<file path="config.mk">
export PLATFORM = sky130hd
export DESIGN_NAME = par_bus_capture
export DESIGN_NICKNAME = d
export VERILOG_FILES = /design/src/rtl/pbc_pkg.sv /design/src/rtl/pbc_sync.sv /design/src/rtl/pbc_edge.sv /design/src/rtl/pbc_capture.sv /design/src/rtl/par_bus_capture.sv
export SDC_FILE = /design/constraint.sdc
export NUM_CORES = 1
export LEC_CHECK = 0
export BUFFER_PORTS_ARGS = -buffer_cell sky130_fd_sc_hd__buf_2
export CAP_MARGIN = 25
export CORE_MARGIN = 5
export CORE_UTILIZATION = 46
export DETAILED_ROUTE_END_ITERATION = 16
export PLACE_DENSITY = 0.73
export SKIP_LAST_GASP = 1
export SYNTH_ARGS = -nofsm -noshare
export SYNTH_HDL_FRONTEND = slang
export SYNTH_SLANG_ARGS = --single-unit
export TNS_END_PERCENT = 1
</file>
<file path="constraint.sdc">
create_clock -name clk -period 1.4 [get_ports clk]
set_input_delay 0 -clock clk [delete_from_list [all_inputs] [get_ports clk]]
set_output_delay 0 -clock clk [all_outputs]
set_load 0.02 [all_outputs]
</file>
<file path="src/rtl/pbc_pkg.sv">
package pbc_pkg;
    localparam int MIN_SYNC_STAGES = 2;
endpackage

</file>
<file path="src/rtl/pbc_sync.sv">
module pbc_sync #(
    parameter int STAGES = 2
) (
    input  logic clk,
    input  logic rst,
    input  logic async_in,
    output logic sync_out
);
    typedef struct packed {
        logic [STAGES-1:0] chain;
    } sync_state_t;

    sync_state_t st_d, st_q;

    always_comb begin
        st_d = st_q;
        st_d.chain = {st_q.chain[STAGES-2:0], async_in};
        if (rst) begin
            st_d.chain = '0;
        end
    end

    always_ff @(posedge clk) begin
        st_q <= st_d;
    end

    assign sync_out = st_q.chain[STAGES-1];

    // after reset the synchronized level starts low
    a_r7_sync_cleared: assert property (@(posedge clk) $fell(rst) |-> !sync_out);
endmodule

</file>
<file path="src/rtl/pbc_edge.sv">
module pbc_edge (
    input  logic clk,
    input  logic rst,
    input  logic level_in,
    output logic rise_o
);
    typedef struct packed {
        logic prev;
    } edge_state_t;

    edge_state_t st_d, st_q;

    always_comb begin
        st_d.prev = level_in;
        if (rst) begin
            st_d.prev = 1'b0;
        end
    end

    always_ff @(posedge clk) begin
        st_q <= st_d;
    end

    assign rise_o = level_in & ~st_q.prev;

    // no two rising detections on consecutive cycles
    a_r2_rise_isolated: assert property (@(posedge clk) disable iff (rst)
        rise_o |=> !rise_o);
endmodule

</file>
<file path="src/rtl/pbc_capture.sv">
module pbc_capture #(
    parameter int WIDTH = 16
) (
    input  logic             clk,
    input  logic             rst,
    input  logic             load,
    input  logic [WIDTH-1:0] din,
    output logic [WIDTH-1:0] dout,
    output logic             valid
);
    typedef struct packed {
        logic [WIDTH-1:0] word;
        logic             vld;
    } cap_state_t;

    cap_state_t st_d, st_q;

    always_comb begin
        st_d     = st_q;
        st_d.vld = 1'b0;
        if (load) begin
            st_d.word = din;
            st_d.vld  = 1'b1;
        end
        if (rst) begin
            st_d = '0;
        end
    end

    always_ff @(posedge clk) begin
        st_q <= st_d;
    end

    assign dout  = st_q.word;
    assign valid = st_q.vld;

    // valid lasts exactly one cycle
    a_r2_single_pulse: assert property (@(posedge clk) disable iff (rst)
        valid |=> !valid);
    // the word only moves alongside a valid pulse
    a_r5_word_held: assert property (@(posedge clk) disable iff (rst)
        (!valid && !$past(rst)) |-> $stable(dout));
endmodule

</file>
<file path="src/rtl/par_bus_capture.sv">
module par_bus_capture #(
    parameter int DATA_W      = 16,
    parameter int SYNC_STAGES = 2
) (
    input  logic              clk,
    input  logic              rst,
    input  logic              strobe_async,
    input  logic [DATA_W-1:0] data_async,
    output logic [DATA_W-1:0] data_o,
    output logic              valid_o
);
    import pbc_pkg::*;

    localparam int LATENCY = SYNC_STAGES + 1;

    generate
        if (SYNC_STAGES < MIN_SYNC_STAGES) begin : g_bad_depth
            $error("par_bus_capture: SYNC_STAGES must be at least %0d", MIN_SYNC_STAGES);
        end
    endgenerate

    logic strobe_sync;
    logic strobe_rise;

    pbc_sync #(.STAGES(SYNC_STAGES)) u_sync (
        .clk      (clk),
        .rst      (rst),
        .async_in (strobe_async),
        .sync_out (strobe_sync)
    );

    pbc_edge u_edge (
        .clk    (clk),
        .rst    (rst),
        .level_in (strobe_sync),
        .rise_o (strobe_rise)
    );

    pbc_capture #(.WIDTH(DATA_W)) u_cap (
        .clk   (clk),
        .rst   (rst),
        .load  (strobe_rise),
        .din   (data_async),
        .dout  (data_o),
        .valid (valid_o)
    );

    // valid follows a low-then-high synchronized strobe, never a fall
    a_r6_rise_origin: assert property (@(posedge clk) disable iff (rst)
        (valid_o && !$past(rst)) |-> ($past(strobe_sync) && !$past(strobe_sync, 2)));
    // presented word is what the bus held at the load edge
    a_r4_word_match: assert property (@(posedge clk) disable iff (rst)
        (valid_o && !$past(rst)) |-> (data_o == $past(data_async)));
endmodule

</file>
* After elaboration in Yosys (flattened, before gate mapping)
Cells that the tools add are included.
** Word-level totals
- Output and inout port bits :: 17
- Bits in registers :: 20
** Operators by class
- Bitwise logic cells :: 2
- Multiplexer cells :: 1
** Operators with widths (count)
- AND 1 bit :: 1
- 2-to-1 mux 1 bit :: 1
- NOT 1 bit :: 1

* Depth between registers and ports, before layout
Gate-level depths: netlist of the first run.
- Word-level depth :: 3
- Depth in mapped cells :: 3
- Mapped depth without buffers :: 2

* Hierarchy
Synthesis of the first run repeated with hierarchy kept, for this count alone.
** Second synthesis, totals
- Cell total of the unflattened synthesis :: 61
- Area total of the unflattened synthesis :: 708.2 µm²
** By module, submodules not included
- pbc_capture :: area each 608.1 µm², times used 1, cells an instance 54
- pbc_sync :: area each 52.6 µm², times used 1, cells an instance 4
- pbc_edge :: area each 47.5 µm², times used 1, cells an instance 3

* Least setup slack after synthesis of the first run
Ideal clock, no wire load.
- Path kind :: flip-flop to flip-flop
- Start point :: register u_sync.st_q[1] (netlist name)
- End point :: register u_cap.st_q (netlist bit u_cap.dout[10])
- Path slack :: 0.437 ns
- Stages on the path, launching flop included :: 4
- Library setup time :: 0.116 ns
- Data required time :: 1.284 ns
- Clock period less this slack :: 0.963 ns
- Arrival :: 0.847 ns
- Cells stage by stage :: dfxtp_1 > and2b_4 > buf_12 > o21ai_2
** Between the ends
- Longest elaborated chain between the ends :: 1
** RTL lines
- start: declaration :: RTL line pbc_sync.sv:13 : sync_state_t st_d, st_q;
- start signal: assignment :: RTL line pbc_sync.sv:24 : st_q <= st_d;
- AND 1 bit :: RTL line pbc_edge.sv:24 : assign rise_o = level_in & ~st_q.prev;
- end signal: assignment :: RTL line pbc_capture.sv:31 : st_q <= st_d;
- end: declaration :: RTL line pbc_capture.sv:16 : cap_state_t st_d, st_q;
No other way between the ends.
A chain may end at the register's enable or synchronous reset.

* Final worst setup path of the first run
- Start point :: register u_sync.st_q[1] (netlist name)
- End point :: register u_cap.st_q (netlist bit u_cap.dout[12])
The elaborated chain is that of the path after synthesis.

==> results.md, run 1 <==
- Status: finished clean
- Multiplexer share of the synthesized area: 0%
- Post-synth EDFFs: 0
- Post-CTS Setup Inserts: 0
- Worst slew pin tran: 0.4546 ns
- YS warnings: 0
- Share of power burned in the clock network: between 30% and 40%
- Worst R2R End: u_cap.dout[12]
- Die H: ~54 microns
- Die area: 2913 sq um
- Clock Path Buffers: 2
- Switching power total: 0.0002584 W
- Worst Skew: between 0.006 and 0.007 ns
- Std cell rows: 16
- First-pass GRT wire length: 3125 microns
- Root Driver: clkbuf_4
- Power Total: approximately 0.0011 W
- Flops & latches, synth: 20
- Worst-Skew Late Latency: 0.30 ns
- Final Cycle Share: 78.27%
- DP Wirelength: 1217 microns
- WHS Endpoint: u_cap.dout[7]
- GRT met1 Usage: ~17%
- Multi-input logic area: 441.7 sq um
- Mapped Nets: 98
- Slew Viols, Final: 0
- Via count: 739
- CP required: 1.59 ns
- Count of cell types in the netlist: 14
- Worst r2r src: u_sync.st_q[1]
- CP bufs+invs: 0
- Pwr Density: 869.4 nW/um^2
- Post-layout min period: between 1 and 1.5 ns
- DR pass1 iterations: 3
- Synth Area per Inst: 11.26 sq um
- Pre-CTS WS: 0.3086 ns
- Nets: 150
- Vias/cell: 4.707
- Cells on worst reg2reg path: 2
- VDD IR max: around 650 uV
- Maximum clock rate: 0.9126 GHz
- Max-slew headroom: 69.69%
- Fin. Hold Viols: 0
- Starting density of the core: a little under half
- Critical Path Source Type: flip-flop
- CTS tree: yes
- P_int: 0.0008391 W
- CP delay by family, top: flip-flops
- Grt met2 use: 26.01%
- Arr. time, crit path: 1.28 ns
- CORE AREA: 1902 sq um
- H-Tree Level Count: 1
- Fraction of layout cells with a size suffix above 1: 40.77%
- R2R Setup Slk: approximately 0.3 ns
- Drt wl/cell: around 12 microns
- Max Cap Violations: 0
- Hold buffers post-CTS: 16
- Slowest stage delay, CP: 0.47 ns
- Synth Cell Area: 889.6 sq um
- Switching portion of total power: 23.55%
- Post-Syn Instances: 79
- Routing usage on met3: 2.770%
- Crit. Startpoint: u_sync.st_q[1]
- CTS Buf Count: 3
- RSZ-0062 raised after global routing: no
- Lkg Pwr: 0.5390 nW
- Layer with the highest usage: met2
- Post-DRT Antenna Nets: 0
- Combinational share of power: roughly 15%
- Initial drt markers: 4
- Hold path cells: 3
- Xor and xnor area share after synthesis: 0%
- # diodes: 0
- HP Class: in2reg
- Crit. End Element: flip-flop
- Area growth syn-to-layout: 41.91%
- Setup ws final: 0.3043 ns
- Largest net degree at the start of global routing: 36
- Crit path cell chain: and2b_4, o21ai_0
- GRT Residual Overflow: 0
- Adder-cell share of the synthesized area: 0%
- DRC violations left: 0
- Largest family of logic cells by synthesized area: simple AND/OR/NAND/NOR gates
- Top cell type's share of synthesized area: between 40% and 50%
- Chip width: between 50 and 60 microns
- FF+latch area: ~400 sq um
- Initial antenna violation count: 0
- IO Port Bufs: 35
- Hold Path Origin: data_async[7]
- Ports: 36
- Final Setup Violations: 0
- Slowest cell on the critical path: dfxtp_1
- Compound-Gate Fraction of Synth Area: 13.22%
- Top_reg_cell synth: dfxtp_1
- Clock-pin slew on the worst setup and hold paths: roughly 0.11 ns
- Ys async rst share: 0%
- Vias in the first global route: 702
- Post-CTS Resized: 0
- Synth Area in Simple Gates: 36.43%
- Seq pwr share: 54.5%
- Total track usage: 14.92%
- CTS Sinks: 20
- Filler instances: 151
- RePlAce Congestion: between 0.6 and 0.7
- Post-synthesis sequential area ratio: between 40 and 50%
- Top fanout value on the critical path: 16
- Top post-synthesis cells by area: dfxtp_1, nand4bb_1, nand2b_1
- Synth area leader: dfxtp_1
- TNS Setup: 0 ns
- Most frequent cell after synthesis: dfxtp_1
- Most common library cells after synthesis: dfxtp_1, nand2b_1, nand4bb_1
- CP Class: reg2reg
- Final wirelength: roughly 2000 microns
==> tightest hold or removal path, stage by stage <==
cell and delay (ns):
buf_2 0.10, nand4bb_1 0.11, o21ai_2 0.06
==> layout make-up <==
class	instances	area share [%]
clock buffer	4	2.874
tap	27	2.676
timing repair buffer	53	27.75
multi-input combinational	53	34.99
sequential	20	31.71
==> placed cells by master, fill, tap and decap left out <==
| cell type | synthesis | final |
|---|---|---|
| and2b_1 | 1 | 1 |
| and2b_4 | 1 | 1 |
| buf_2 | 1 | 35 |
| buf_4 | 0 | 2 |
| clkbuf_4 | 0 | 3 |
| clkbuf_8 | 0 | 1 |
| dfxtp_1 | 20 | 20 |
| dlygate4sd3_1 | 0 | 16 |
| nand2b_1 | 16 | 16 |
| nand4bb_1 | 16 | 16 |
| nor2b_1 | 2 | 2 |
| nor2b_4 | 1 | 1 |
| o21ai_0 | 4 | 4 |
| o21ai_1 | 2 | 2 |
| o21ai_2 | 10 | 10 |
==> power by group through the flow <==
stage	Sequential, W	Combinational, W	Clock [W]
finish	0.000599	0.000166	0.000333
global route	0.000601	0.000180	0.000359
floorplan	0.000632	0.0000642	0
detailed placement	0.000612	0.000132	0
global placement	0.000611	0.000130	0
CTS	0.000599	0.000166	0.000341
==> cells by family (layout without fill, tap and decap cells) <==
group,Yosys count,count (layout)
flip-flops,20,20
buffers and inverters,6,57
AND/OR/NAND/NOR,37,37
AO/OA/AOI/OAI,16,16
==> worst max-delay path by stage <==
stage,end,slack (ns),cells past startpoint
after global placement,u_cap.dout[11],0.36,2
final,u_cap.dout[12],0.30,2
after global routing,u_cap.dout[12],0.19,2
after detailed placement,u_cap.dout[12],0.31,2
after CTS,u_cap.dout[12],0.29,2
after floorplan,u_cap.dout[10],0.44,3
==> metrics by stage <==
stage	utilization [%]	area [sq um]	cells	hold slack [ns]
3_3_place_gp	56.05	1066	137	0.2246
4_1_cts	66.38	1262	157	0.004373
3_5_place_dp	56.05	1066	137	0.2287
6_report	66.38	1262	157	0.002311
2_1_floorplan	-	889.6	79	0.1282
5_1_grt	66.38	1262	157	0.01008
==> state kept, by name, summed over array words and instances, names as in the netlist <==
register / count
u_cap.dout: 16
u_sync.st_q: 2
u_edge.st_q: 1
u_cap.valid: 1
==> routing by layer <==
metal	share of wire [%]	vias up
met5	0	-
met4	1.4	0
met3	5.4	4
met2	47	19
met1	46	330
li1	-	386
(Power assumes the default switching activity.)
==> run 2, diff against run 1 <==
- CORE_UTILIZATION: 46 -> 41
- PLACE_DENSITY: 0.73 -> 0.68
- clock period: 1.4 -> 1 ns (I/O delays scaled with it)
==> results.md, run 2 (synthesis gave the netlist of run 1 again) <==
- Status: finished clean
- Initial drt markers: 11 (+7)
- Chip width: 56.58 microns (+4.8%)
- VDD IR max: 904.1 uV (+38%)
- Post-layout min period: 0.9227 ns (-0.1731 ns)
- Final wirelength: 2054 microns (+5.0%)
- Std cell rows: 16 (unchanged)
- Worst-Skew Late Latency: 0.30 ns (about the same)
- Ports: 36 (unchanged)
- Vias/cell: 4.785 (+1.7%)
- Clock Path Buffers: 2 (unchanged)
- Largest register FFs: 16 (unchanged)
- Final Cell Area: 1335 sq um (+5.7%)
- # placed instances: 138 (+0.73%)
- Placed Area: 1074 sq um (+0.70%)
- DRC violations left: 0 (unchanged)
- Fraction of layout cells with a size suffix above 1: 41.91% (+1.1 points)
- Worst slew pin tran: 0.4803 ns (+0.02574 ns)
- Slew Viols, Final: 0 (unchanged)
- DP Wirelength: 1259 microns (+3.5%)
- CTS Buf Count: 3 (unchanged)
- Hold path cells: 2 (-1)
- Most frequent cells in the layout: buf_2, dfxtp_1, dlygate4sd3_1
- Fin. Hold Viols: 0 (unchanged)
- Non-filler cells in the finished layout: 163 (+3.8%)
- RePlAce Congestion: 0.7051 (+11%)
- TNS Setup: 0 ns (unchanged)
- Nets: 156 (+4.0%)
- GRT Residual Overflow: 0 (unchanged)
- Die area: 3201 sq um (+9.9%)
- Vias in the first global route: 721 (+2.7%)
- First-pass GRT wire length: 3387 microns (+8.4%)
- Drt wl/cell: 12.60 microns (+1.1%)
- Maximum clock rate: 1.084 GHz (+19%)
- Worst Skew: 0.005038 ns (-0.001943 ns)
- RSZ-0062 raised after global routing: no
- Largest net degree at the start of global routing: 36 (unchanged)
- CTS Sinks: 20 (unchanged)
- # diodes: 0 (unchanged)
- Crit. End Element: flip-flop
- Top fanout value on the critical path: 6 (-10)
- Slowest cell on the critical path: dfxtp_1
- Crit path cell chain: and2b_4, buf_12, o21ai_2
- CORE AREA: 2022 sq um (+6.3%)
- Cells on worst reg2reg path: 3 (+1)
- Total track usage: 13.54% (-1.4 points)
- CP required: 1.20 ns (-0.39 ns)
- Clock-pin slew on the worst setup and hold paths: 0.12 ns (about the same)
- Die H: 56.58 microns (+4.8%)
- Max Cap Violations: 0 (unchanged)
- Lkg Pwr: 0.5764 nW (+6.9%)
- DR pass1 iterations: 4 (+1)
- H-Tree Level Count: 1 (unchanged)
- Commonest non-fill, non-tap cell in the layout: buf_2
- Final Cycle Share: 92.27% (+14 points)
- Post-DRT Antenna Nets: 0 (unchanged)
- Pre-CTS WS: 0.01139 ns (-0.2972 ns)
- Setup ws final: 0.07734 ns (-0.2269 ns)
- Area growth syn-to-layout: 50.07%
- Root Driver: clkbuf_4
- CTS tree: yes
- CP Class: reg2reg
- Via count: 780 (+5.5%)
- Final Setup Violations: 0 (unchanged)
- Critical Path Source Type: flip-flop
- Filler instances: 167 (+11%)
- HP Class: in2reg
- Arr. time, crit path: 1.13 ns (-0.15 ns)
- Post-CTS Resized: 0 (unchanged)
- Initial antenna violation count: 0 (unchanged)
- Starting density of the core: 44.00% (-2.8 points)
- IO Port Bufs: 35 (unchanged)
- Slowest stage delay, CP: 0.33 ns (-0.14 ns)
- Pwr Density: 1169 nW/um^2 (+34%)
- Max-slew headroom: 67.98% (-1.7 points)
[run 2: cell count changes in the layout (fill, tap and decap cells not counted)]
cell           previous run  this run
and2b_1                   1         2
buf_4                     2         4
dlygate4sd3_1            16        17
buf_12                    0         2
[run 2: per-layer routing]
metal / part of all wire [%] / vias up / track usage [%]
li1: - / 398 / -
met1: 43 / 355 / 16.13
met2: 48 / 23 / 21.95
met3: 7.4 / 4 / 4.358
met4: 1.8 / 0 / 6.102
met5: 0 / - / 0
[run 2: power by group]
group	internal [W]	leakage, nW	switching [W]
Clock	0.000222	0.0210	0.000245
Sequential	0.000824	0.163	0.0000124
Combinational	0.000148	0.393	0.000110
[run 2: repair_timing]
action,4_1_cts,5_1_grt
endpoints found under the setup margin,1,1
cloned,0,1
hold endpoints to repair,17,0
setup buffers,3,0
hold buffers,17,0
[run 2: layout make-up]
type | count | area [sq um] | share of cell area, %
Clock buffer | 4 | 36.28 | 2.718
Multi-Input combinational cell | 54 | 449.2 | 33.65
Sequential cell | 20 | 400.4 | 29.99
Tap cell | 27 | 33.78 | 2.530
Timing Repair Buffer | 58 | 415.4 | 31.12
[run 2: worst paths after layout]
check	startpoint	endpoint	slack [ns]
max	u_edge.st_q	u_cap.dout[8]	0.08
min	rst	u_sync.st_q[1]	0.15
max reg2reg	u_edge.st_q	u_cap.dout[8]	0.08
min reg2reg	u_sync.st_q[0]	u_sync.st_q[1]	0.45
[run 2: metrics by stage]
step	hold slack, ns	util (%)	power [W]
floorplan	0.1282	-	0.0009753
global placement	0.2327	53.09	0.001039
detailed placement	0.2345	53.09	0.001043
CTS	0.1319	65.66	0.001577
global route	0.1574	66.03	0.001651
finish	0.1467	66.03	0.001561
[run 2: critical path: cells and delay by family, from the launching register on]
| family | cells | cell delay, ns |
|---|---|---|
| AND/OR/NAND/NOR | 1 | 0.30 |
| AO/OA/AOI/OAI | 1 | 0.06 |
| flip-flops | 1 | 0.33 |
| buffers and inverters | 1 | 0.13 |
==> run 3, diff against run 2 <==
- CORE_UTILIZATION: 41 -> 44
- CTS_BUF_LIST: not set -> sky130_fd_sc_hd__clkbuf_8
- PLACE_DENSITY: 0.68 -> 0.77
==> results.md, run 3 (synthesis gave the netlist of run 1 again) <==
- Status: finished clean
- Maximum clock rate: 1.086 GHz (+0.24%)
- Area growth syn-to-layout: 34.88%
- Std cell rows: 16 (unchanged)
- Final Setup Violations: 0 (unchanged)
- Placed Area: 1081 sq um (+0.70%)
- First-pass GRT wire length: 2753 microns (-19%)
- H-Tree Level Count: 1 (unchanged)
- Lkg Pwr: 0.5190 nW (-10%)
- Vias/cell: 4.728 (-1.2%)
- RSZ-0062 raised after global routing: no
- Pre-CTS WS: 0.01820 ns (+0.006814 ns)
- DRC violations left: 0 (unchanged)
- Most frequent cells in the layout: buf_2, dfxtp_1, nand2b_1, nand4bb_1, o21ai_2
- Critical Path Source Type: flip-flop
- Largest net degree at the start of global routing: 35 (-2.8%)
- Post-CTS Resized: 0 (unchanged)
- Largest register FFs: 16 (unchanged)
- Slowest cell on the critical path: dfxtp_1
- CTS Sinks: 20 (unchanged)
- Worst slew pin tran: 0.4488 ns (-0.03154 ns)
- Fin. Hold Viols: 0 (unchanged)
- Post-DRT Antenna Nets: 0 (unchanged)
- Via count: 695 (-11%)
- Die H: 54.97 microns (-2.9%)
- DR pass1 iterations: 4 (unchanged)
- GRT Residual Overflow: 0 (unchanged)
- Final Hold Slack: 0.01385 ns (-0.1328 ns)
- Vias in the first global route: 649 (-10%)
- Slew Viols, Final: 0 (unchanged)
- Power Total: 0.001847 W (+18%)
- VDD IR max: 862.5 uV (-4.6%)
- Worst Skew: 0.001189 ns (-0.003848 ns)
- Die area: 3021 sq um (-5.6%)
- Setup ws final: 0.07951 ns (+0.002179 ns)
- Pwr Density: 1539 nW/um^2 (+32%)
- Initial antenna violation count: 0 (unchanged)
- Worst-Skew Late Latency: 0.26 ns (-0.04 ns)
- Max-slew headroom: 70.08% (+2.1 points)
- Initial drt markers: 12 (+1)
- Root Driver: clkbuf_8
- RePlAce Congestion: 0.6669 (-5.4%)
- Slowest stage delay, CP: 0.31 ns (-0.02 ns)
- # diodes: 0 (unchanged)
- CORE AREA: 1942 sq um (-4.0%)
- Post-layout min period: 0.9205 ns (-0.002179 ns)
- IO Port Bufs: 35 (unchanged)
- Top fanout value on the critical path: 8 (+2)
- Clock-pin slew on the worst setup and hold paths: 0.08 ns (-0.04 ns)
- Ports: 36 (unchanged)
- Final Cycle Share: 92.05% (-0.22 points)
- Fraction of layout cells with a size suffix above 1: 47.50% (+5.6 points)
- Max Cap Violations: 0 (unchanged)
- Arr. time, crit path: 1.08 ns (-0.05 ns)
- Crit path cell chain: and2b_4, buf_12, o21ai_2
- Nets: 140 (-10%)
- TNS Setup: 0 ns (unchanged)
- Starting density of the core: 45.81% (+1.8 points)
- Crit. End Element: flip-flop
- DP Wirelength: 1202 microns (-4.5%)
- CTS tree: yes
- HP Class: in2reg
- Final wirelength: 1787 microns (-13%)
- Total track usage: 12.58% (-0.96 points)
- Commonest non-fill, non-tap cell in the layout: buf_2
- CP Class: reg2reg
- Clock Path Buffers: 2 (unchanged)
- Chip width: 54.97 microns (-2.9%)
- Final Cell Area: 1200 sq um (-10%)
- CTS Buf Count: 3 (unchanged)
- CP required: 1.16 ns (-0.04 ns)
- Drt wl/cell: 12.16 microns (-3.5%)
==> run 3: final timing paths <==
check	startpoint	to	slack, ns	cells after the start
worst max-delay path	u_edge.st_q	u_cap.dout[9]	0.08	3
worst min-delay path	data_async[5]	u_cap.dout[5]	0.01	3
worst max register to register	u_edge.st_q	u_cap.dout[9]	0.08	3
worst min register to register	u_sync.st_q[0]	u_sync.st_q[1]	0.45	1
==> run 3: timing repair <==
item                                    CTS  global route
setup buffers                             0             2
hold buffers                              2             0
endpoints found under the setup margin    0             5
hold endpoints to repair                  2             0
==> run 3: area by class of cell <==
type,count,area [sq um]
flip-flops and latches,20,400.4
clock buffers,3,41.29
fillers,178,742.0
well taps,27,33.78
clock inverters,1,30.03
repair buffers,43,252.7
multi-input cells,53,441.7
==> run 3: per-stage QoR <==
step	util [%]	cells
finish	61.79	147
CTS	60.37	145
global route	61.79	147
detailed placement	55.67	139
global placement	55.67	139
floorplan	-	79
==> run 3: power breakdown <==
group,switching (W),internal (W)
combinational,0.0000980,0.000105
clock,0.000274,0.000534
sequential,0.0000124,0.000824
==> run 3: routing by layer <==
layer	global-route usage, %	vias to the layer above	part of all wire [%]
met5	0	-	0
met3	3.485	2	9.1
met4	4.858	0	0.90
met2	20.47	29	43
li1	-	364	-
met1	15.69	300	47
==> run 3: worst max-delay path, delay by kind of cell (launching register included) <==
family / cells / cell delay [ns]
buffers and inverters: 1 / 0.15
AND/OR/NAND/NOR: 1 / 0.30
flip-flops: 1 / 0.31
AO/OA/AOI/OAI: 1 / 0.06
